File: src/rtl/dbt_pkg.sv
package dbt_pkg;
  typedef enum logic [1:0] {
    ST_IDLE   = 2'd0,
    ST_RUN    = 2'd1,
    ST_BLKEND = 2'd2,
    ST_HALT   = 2'd3
  } dbt_state_e;
endpackage

File: src/rtl/dbt_cfg_regs.sv
module dbt_cfg_regs #(
  parameter int CLASS_W  = 3,
  parameter int WEIGHT_W = 11,
  parameter int SIZE_W   = 17,
  localparam int WORD_W  = CLASS_W + WEIGHT_W + 1 + SIZE_W
) (
  input  logic                clk,
  input  logic                rst,
  input  logic                sw_wr_i,
  input  logic                desc_take_i,
  input  logic [WORD_W-1:0]   word_i,
  output logic [CLASS_W-1:0]  cls_o,
  output logic [WEIGHT_W-1:0] wgt_o,
  output logic                done_o,
  output logic [SIZE_W-1:0]   size_o,
  output logic                cfg_err_o
);
  localparam int WGT_LSB = SIZE_W + 1;
  localparam int CLS_LSB = WGT_LSB + WEIGHT_W;

  logic [CLASS_W-1:0]  cls_q, in_cls;
  logic [WEIGHT_W-1:0] wgt_q, in_wgt;
  logic [SIZE_W-1:0]   size_q, in_size;
  logic                done_q, in_done, err_q, arb_differs;

  assign in_size     = word_i[SIZE_W-1:0];
  assign in_done     = word_i[SIZE_W];
  assign in_wgt      = word_i[WGT_LSB +: WEIGHT_W];
  assign in_cls      = word_i[CLS_LSB +: CLASS_W];
  assign arb_differs = (in_cls != cls_q) || (in_wgt != wgt_q);

  always_ff @(posedge clk) begin
    if (rst) begin
      cls_q  <= '0;
      wgt_q  <= '0;
      done_q <= 1'b0;
      size_q <= '0;
      err_q  <= 1'b0;
    end else if (sw_wr_i) begin
      cls_q  <= in_cls;
      wgt_q  <= in_wgt;
      done_q <= in_done;
      size_q <= in_size;
      err_q  <= 1'b0;
    end else if (desc_take_i) begin
      // arbitration settings only change through a quiescent register write
      done_q <= in_done;
      size_q <= in_size;
      if (arb_differs) err_q <= 1'b1;
    end
  end

  assign cls_o     = cls_q;
  assign wgt_o     = wgt_q;
  assign done_o    = done_q;
  assign size_o    = size_q;
  assign cfg_err_o = err_q;

  assert_arb_kept_R8: assert property (@(posedge clk) disable iff (rst)
    $rose(err_q) |-> ($stable(cls_q) && $stable(wgt_q)));
  assert_err_from_desc_R8: assert property (@(posedge clk) disable iff (rst)
    (!err_q && !desc_take_i) |=> !err_q);
endmodule

File: src/rtl/dbt_issue_counter.sv
module dbt_issue_counter #(
  parameter int SIZE_W  = 17,
  parameter int ISSUE_W = 12
) (
  input  logic               clk,
  input  logic               rst,
  input  logic               clr_i,
  input  logic               inc_i,
  input  logic [ISSUE_W-1:0] bytes_i,
  input  logic [SIZE_W-1:0]  limit_i,
  output logic [SIZE_W-1:0]  cnt_o,
  output logic               at_limit_o
);
  localparam int SUM_W = SIZE_W + 1;

  logic [SIZE_W-1:0] cnt_q, sat_val;
  logic [SUM_W-1:0]  sum;

  assign sum     = {1'b0, cnt_q} + {{(SUM_W-ISSUE_W){1'b0}}, bytes_i};
  assign sat_val = (sum > {1'b0, limit_i}) ? limit_i : sum[SIZE_W-1:0];

  always_ff @(posedge clk) begin
    if (rst)        cnt_q <= '0;
    else if (clr_i) cnt_q <= '0;
    else if (inc_i) cnt_q <= sat_val;
  end

  assign cnt_o      = cnt_q;
  assign at_limit_o = (cnt_q == limit_i);

  assert_no_overrun_R3: assert property (@(posedge clk) disable iff (rst)
    inc_i |=> (cnt_q <= $past(limit_i)));
  assert_clear_R9: assert property (@(posedge clk) disable iff (rst)
    clr_i |=> (cnt_q == '0));
endmodule

File: src/rtl/dbt_seq.sv
module dbt_seq
  import dbt_pkg::*;
(
  input  logic       clk,
  input  logic       rst,
  input  logic       ch_enable_i,
  input  logic       wb_en_i,
  input  logic       sw_wr_req_i,
  input  logic       desc_ld_i,
  input  logic       desc_done_i,
  input  logic       issue_vld_i,
  input  logic       at_limit_i,
  output dbt_state_e state_o,
  output logic       sw_wr_o,
  output logic       desc_take_o,
  output logic       cnt_clr_o,
  output logic       cnt_inc_o,
  output logic       complete_o,
  output logic       blk_done_o,
  output logic       wb_req_o,
  output logic       desc_rej_o
);
  dbt_state_e st_q, st_d;
  logic rej_set, rej_q, done_q, wbr_q;

  always_comb begin
    st_d        = st_q;
    sw_wr_o     = 1'b0;
    desc_take_o = 1'b0;
    cnt_clr_o   = 1'b0;
    cnt_inc_o   = 1'b0;
    complete_o  = 1'b0;
    rej_set     = 1'b0;
    case (st_q)
      ST_IDLE: begin
        if (sw_wr_req_i && !ch_enable_i) begin
          sw_wr_o = 1'b1;
        end else if (desc_ld_i) begin
          if (desc_done_i) rej_set = 1'b1;
          else             desc_take_o = 1'b1;
        end
        if (rej_set) begin
          st_d = ST_HALT;
        end else if (ch_enable_i) begin
          st_d      = ST_RUN;
          cnt_clr_o = 1'b1;
        end
      end
      ST_RUN: begin
        if (!ch_enable_i) begin
          st_d = ST_IDLE;
        end else if (at_limit_i) begin
          complete_o = 1'b1;
          st_d       = ST_BLKEND;
        end else begin
          cnt_inc_o = issue_vld_i;
        end
      end
      ST_BLKEND: begin
        if (!ch_enable_i) begin
          st_d = ST_IDLE;
        end else if (desc_ld_i) begin
          if (desc_done_i) begin
            rej_set = 1'b1;
            st_d    = ST_HALT;
          end else begin
            desc_take_o = 1'b1;
            cnt_clr_o   = 1'b1;
            st_d        = ST_RUN;
          end
        end
      end
      ST_HALT: begin
        if (sw_wr_req_i && !ch_enable_i) begin
          sw_wr_o = 1'b1;
          st_d    = ST_IDLE;
        end
      end
      default: st_d = ST_IDLE;
    endcase
  end

  always_ff @(posedge clk) begin
    if (rst) begin
      st_q   <= ST_IDLE;
      rej_q  <= 1'b0;
      done_q <= 1'b0;
      wbr_q  <= 1'b0;
    end else begin
      st_q   <= st_d;
      done_q <= complete_o;
      wbr_q  <= complete_o && wb_en_i;
      if (rej_set)      rej_q <= 1'b1;
      else if (sw_wr_o) rej_q <= 1'b0;
    end
  end

  assign state_o    = st_q;
  assign blk_done_o = done_q;
  assign wb_req_o   = wbr_q;
  assign desc_rej_o = rej_q;

  assert_done_pulse_R5: assert property (@(posedge clk) disable iff (rst)
    done_q |=> !done_q);
  assert_wb_with_done_R6: assert property (@(posedge clk) disable iff (rst)
    wbr_q |-> done_q);
  assert_halt_exit_R7: assert property (@(posedge clk) disable iff (rst)
    (st_q == ST_HALT) |=> (st_q == ST_HALT || st_q == ST_IDLE));
  assert_halt_quiet_R7: assert property (@(posedge clk) disable iff (rst)
    (st_q == ST_HALT) |=> !done_q);
  assert_no_count_idle_R10: assert property (@(posedge clk) disable iff (rst)
    (st_q != ST_RUN) |-> !cnt_inc_o);
endmodule

File: src/rtl/dma_blk_tracker.sv
module dma_blk_tracker
  import dbt_pkg::*;
#(
  parameter int CLASS_W  = 3,
  parameter int WEIGHT_W = 11,
  parameter int SIZE_W   = 17,
  parameter int ISSUE_W  = 12,
  localparam int WORD_W  = CLASS_W + WEIGHT_W + 1 + SIZE_W
) (
  input  logic               clk,
  input  logic               rst,
  input  logic               ch_enable,
  input  logic               wb_enable,
  input  logic               reg_wr_en,
  input  logic [WORD_W-1:0]  reg_wr_data,
  output logic [WORD_W-1:0]  reg_rd_data,
  input  logic               desc_ld_en,
  input  logic [WORD_W-1:0]  desc_ld_data,
  input  logic               rd_issue_vld,
  input  logic [ISSUE_W-1:0] rd_issue_bytes,
  output logic               blk_done,
  output logic               wb_req,
  output logic [WORD_W-1:0]  wb_data,
  output logic               desc_rej,
  output logic               cfg_err
);
  dbt_state_e          state;
  logic                sw_wr, desc_take, cnt_clr, cnt_inc, complete, at_limit;
  logic [CLASS_W-1:0]  cls;
  logic [WEIGHT_W-1:0] wgt;
  logic                done_flag;
  logic [SIZE_W-1:0]   size, cnt;
  logic [WORD_W-1:0]   cfg_word, rd_q, wb_q;
  logic                show_cnt;

  dbt_seq u_seq (
    .clk         (clk),
    .rst         (rst),
    .ch_enable_i (ch_enable),
    .wb_en_i     (wb_enable),
    .sw_wr_req_i (reg_wr_en),
    .desc_ld_i   (desc_ld_en),
    .desc_done_i (desc_ld_data[SIZE_W]),
    .issue_vld_i (rd_issue_vld),
    .at_limit_i  (at_limit),
    .state_o     (state),
    .sw_wr_o     (sw_wr),
    .desc_take_o (desc_take),
    .cnt_clr_o   (cnt_clr),
    .cnt_inc_o   (cnt_inc),
    .complete_o  (complete),
    .blk_done_o  (blk_done),
    .wb_req_o    (wb_req),
    .desc_rej_o  (desc_rej)
  );

  dbt_cfg_regs #(
    .CLASS_W  (CLASS_W),
    .WEIGHT_W (WEIGHT_W),
    .SIZE_W   (SIZE_W)
  ) u_cfg (
    .clk         (clk),
    .rst         (rst),
    .sw_wr_i     (sw_wr),
    .desc_take_i (desc_take),
    .word_i      (sw_wr ? reg_wr_data : desc_ld_data),
    .cls_o       (cls),
    .wgt_o       (wgt),
    .done_o      (done_flag),
    .size_o      (size),
    .cfg_err_o   (cfg_err)
  );

  dbt_issue_counter #(
    .SIZE_W  (SIZE_W),
    .ISSUE_W (ISSUE_W)
  ) u_cnt (
    .clk        (clk),
    .rst        (rst),
    .clr_i      (cnt_clr),
    .inc_i      (cnt_inc),
    .bytes_i    (rd_issue_bytes),
    .limit_i    (size),
    .cnt_o      (cnt),
    .at_limit_o (at_limit)
  );

  assign show_cnt = (state == ST_RUN) || (state == ST_BLKEND);
  assign cfg_word = {cls, wgt, done_flag, show_cnt ? cnt : size};

  always_ff @(posedge clk) begin
    if (rst) begin
      rd_q <= '0;
      wb_q <= '0;
    end else begin
      rd_q <= cfg_word;
      if (complete) wb_q <= {cls, wgt, 1'b1, size};
    end
  end

  assign reg_rd_data = rd_q;
  assign wb_data     = wb_q;

  assert_wb_flag_R6: assert property (@(posedge clk) disable iff (rst)
    wb_req |-> wb_data[SIZE_W]);
  assert_done_full_R5: assert property (@(posedge clk) disable iff (rst)
    complete |-> (cnt == size));
endmodule

File: config.mk
export PLATFORM = sky130hd
export DESIGN_NAME = dma_blk_tracker
export DESIGN_NICKNAME = d
export VERILOG_FILES = /design/src/rtl/dbt_pkg.sv /design/src/rtl/dbt_cfg_regs.sv /design/src/rtl/dbt_issue_counter.sv /design/src/rtl/dbt_seq.sv /design/src/rtl/dma_blk_tracker.sv
export SDC_FILE = /design/constraint.sdc
export NUM_CORES = 1
export LEC_CHECK = 0
export BUFFER_PORTS_ARGS = -buffer_cell sky130_fd_sc_hd__buf_2
export CORE_MARGIN = 1.5
export CORE_UTILIZATION = 45
export CTS_BUF_LIST = sky130_fd_sc_hd__clkbuf_4
export CTS_CLUSTER_SIZE = 20
export DETAILED_ROUTE_END_ITERATION = 7
export GPL_ROUTABILITY_DRIVEN = 0
export GPL_TIMING_DRIVEN = 0
export HOLD_SLACK_MARGIN = 0.03
export PLACE_DENSITY = 0.75
export SYNTH_ARGS = -nofsm -noshare
export SYNTH_HDL_FRONTEND = slang
export SYNTH_SLANG_ARGS = --single-unit
export TNS_END_PERCENT = 5
File: constraint.sdc
create_clock -name clk -period 4 [get_ports clk]
set_clock_uncertainty 0.05 [all_clocks]
set_input_delay 0.2 -clock clk [delete_from_list [all_inputs] [get_ports clk]]
set_output_delay 0.2 -clock clk [all_outputs]
set_load 0.005 [all_outputs]
==> results.sh <==
export IMPL_finalSetupViolations=11
export IMPL_ant_nets=0
export IMPL_fmax_ghz=0.246
export IMPL_grt_max_degree=17
export IMPL_via_per_inst=5.27
export IMPL_syn_area_mm2=0.00615
export IMPL_hp_class="in2reg"
export IMPL_fin_ws_ns=-0.0604
export IMPL_grt_pass1_vias=5714
export IMPL_drv_cap=0
export IMPL_syn_nets=803
export IMPL_path_class="reg2reg"
export IMPL_p_leak_nw=3.66
export IMPL_rows=42
export IMPL_critPathCaptureType="register"
export IMPL_fillCellCount=1129
export IMPL_rsz0062_at_grt="yes"
export IMPL_fin_setup_tns_ns=-0.296
export IMPL_grt_usage_pct=25.5
export IMPL_ys_ff_latch=119
export IMPL_cts_buffers_inserted=17
export IMPL_grt_pass1_wl_um=28600
export IMPL_clock_latency_ns=0.56
export IMPL_clkSinkCount=119
export IMPL_layout_commonest_cell="buf_2"
export IMPL_status="finished with violations"
export IMPL_crit_arrival_ns=4.45
export IMPL_cts_tree="yes"
export IMPL_die_area_mm2=0.0144
export IMPL_required_ns=4.39
export IMPL_whs_path_depth=4
export IMPL_antenna_found_initial=1
export IMPL_place_inst=1011
export IMPL_period_needed_ns=4.06
export IMPL_period_share_pct=102
export IMPL_placed_area_mm2=0.00711
export IMPL_yosysWarnings=0
export IMPL_htree_levels=4
export IMPL_multiInputGateArea_mm2=0.00359
export IMPL_stdcell_area_mm2=0.00821
export IMPL_worstPathMaxFanout=6
export IMPL_io_pins=151
export IMPL_synthCells=686
export IMPL_synth_edf_count=0
export IMPL_ys_flop_type="dfxtp_1"
export IMPL_hold_violations=0
export IMPL_core_area_mm2=0.0133
export IMPL_wire_per_inst_um=16.4
export IMPL_remaining_drc_errors=0
export IMPL_relSlewSlack_pct=49.1
export IMPL_drive_gt1_share_pct=25.3
export IMPL_cp_start_kind="register"
export IMPL_syn_avg_cell_area_um2=8.96
export IMPL_cts_buffer_depth=2
export IMPL_ir_drop_mv=0.293
export IMPL_finalWirelength_um=18200
export IMPL_utilization_pct=61.8
export IMPL_p_total_w=0.00314
export IMPL_area_growth_syn_to_layout_pct=33.6
export IMPL_violations="setup timing"
export IMPL_final_cell_mix="buf_2 (156), dfxtp_1 (117), mux2i_1 (91)"
export IMPL_cts_root_buf="clkbuf_4"
export IMPL_start_util_pct=46.2
export IMPL_fp_dieW_um=120
export IMPL_ys_async_sr_fraction_pct=0
export IMPL_rr_worst_depth=18
export IMPL_power_density_mw_per_mm2=383
export IMPL_post_dp_hpwl_um=12500
export IMPL_tightest_slew_ns=0.763
export IMPL_first_pass_iters=7
export IMPL_path_clk_slew_ns=0.12
export IMPL_port_buffers=149
export IMPL_final_net_count=1039
export IMPL_gr_total_overflow=0
export IMPL_maxSlewViolCount=0
export IMPL_vias=5859
export IMPL_yosysSeqAreaShare_pct=38.8
export IMPL_yosysUniqueCellTypes=54
export IMPL_die_h_um=120
export IMPL_drt_iter0_markers=390
export IMPL_instances_no_fill=1112
export IMPL_r2r_slack_ns=-0.06
export IMPL_seq_area_mm2=0.00238
[cell families (layout without fill, tap and decap cells)]
family / Yosys count / count (layout) / share of synthesized area [%]
adder cells (fa/ha/maj): 34 / 34 / 7.04
buffers and inverters: 62 / 311 / 4.52
multiplexers: 93 / 93 / 15.2
AND/OR/NAND/NOR: 227 / 227 / 16.8
AO/OA/AOI/OAI: 107 / 107 / 11.4
flip-flops: 119 / 119 / 38.8
other: 0 / 1 / 0
XOR/XNOR: 44 / 44 / 6.27
[cells in the mapped netlist (all sizes together) (2+ instances only)]
cell / n / area [µm²]
nand2b: 6 / 37.5
a211o: 3 / 26.3
nand4: 11 / 68.8
and2: 2 / 12.5
o311ai: 2 / 17.5
nor4: 5 / 37.5
xnor2: 38 / 333
a31o: 2 / 17.5
mux2i: 92 / 921
a31oi: 3 / 25.0
a21o: 7 / 52.6
inv: 25 / 93.8
a21oi: 32 / 164
nand2: 65 / 244
nand3: 10 / 50.1
o21a: 2 / 15.0
dfxtp: 119 / 2380
o21ai: 23 / 115
a221oi: 2 / 23.8
o211ai: 3 / 22.5
nor2b: 20 / 125
ha: 33 / 413
nor3: 13 / 65.1
xor2: 6 / 52.6
buf: 17 / 109
a41oi: 2 / 17.5
nor2: 86 / 325
clkbuf: 20 / 75.1
nand3b: 3 / 22.5
a211oi: 20 / 150
[state kept, by name (all words and copies together) (netlist names)]
name              count
reg_rd_data          32
u_cfg.cfg_err_o       1
u_cfg.cls_o           3
u_cfg.done_o          1
u_cfg.size_o         17
u_cfg.wgt_o          11
u_cnt.cnt_o          17
u_seq.blk_done_o      1
u_seq.desc_rej_o      1
u_seq.state_o         2
u_seq.wb_req_o        1
wb_data              32
[routing by layer]
| layer | wire (µm) | track usage, % |
|---|---|---|
| met5 | 0 | 0 |
| met4 | 536 | 10.9 |
| met3 | 1260 | 5.13 |
| met2 | 8480 | 41.7 |
| met1 | 7930 | 32.8 |
[final timing paths]
kind | startpoint | to
hold reg to reg | u_seq.desc_rej_o | u_seq.desc_rej_o
setup / recovery | u_cnt.cnt_o[0] | u_cnt.cnt_o[0]
setup reg to reg | u_cnt.cnt_o[0] | u_cnt.cnt_o[0]
hold / removal | rd_issue_vld | u_cnt.cnt_o[13]
[where the power goes]
part           total [W]  switching, W  leakage, nW  internal (W)
Sequential       0.00133     0.0000809        0.967       0.00125
Clock           0.000973      0.000527        0.164      0.000446
Combinational   0.000840      0.000422         2.53      0.000418
[layout make-up]
class,count,share of cell area (%)
multi-input cells,505,43.8
flip-flops and latches,119,29.0
repair buffers,217,17.1
well taps,176,2.68
plain buffers,37,2.38
clock inverters,15,2.30
clock buffers,17,1.55
inverters,25,1.14
diodes,1,0.0305
[through the flow]
stage | hold slack, ns | worst slack [ns]
finish | 0.0632 | -0.0604
global route | 0.0730 | -0.225
CTS | 0.0415 | -0.112
detailed placement | 0.359 | -0.532
global placement | 0.358 | -0.450
floorplan | 0.272 | 0.0602
[worst max-delay path: stages (launching register included)]
cell and delay, ns:
dfxtp_2 0.37, ha_4 0.14, inv_2 0.04, fa_2 0.34, nor2b_2 0.14, o31a_1 0.18
a41oi_2 0.16, a211o_1 0.35, buf_6 0.15, xnor2_2 0.12, ha_1 0.30, nand4_1 0.13
buf_4 0.14, nor3_2 0.04, o41a_1 0.46, a31oi_4 0.34, clkbuf_16 0.23, mux2i_2 0.20
o21ai_1 0.07
[what timing repair did]
item	CTS	global route
endpoints found under the hold margin	34	0
endpoints found under the setup margin	17	17
setup buffers	11	4
resized for setup	32	11
cloned	2	0
pin swaps	9	11
hold buffers	51	0
No activity file was read; power rests on OpenSTA's default activity.
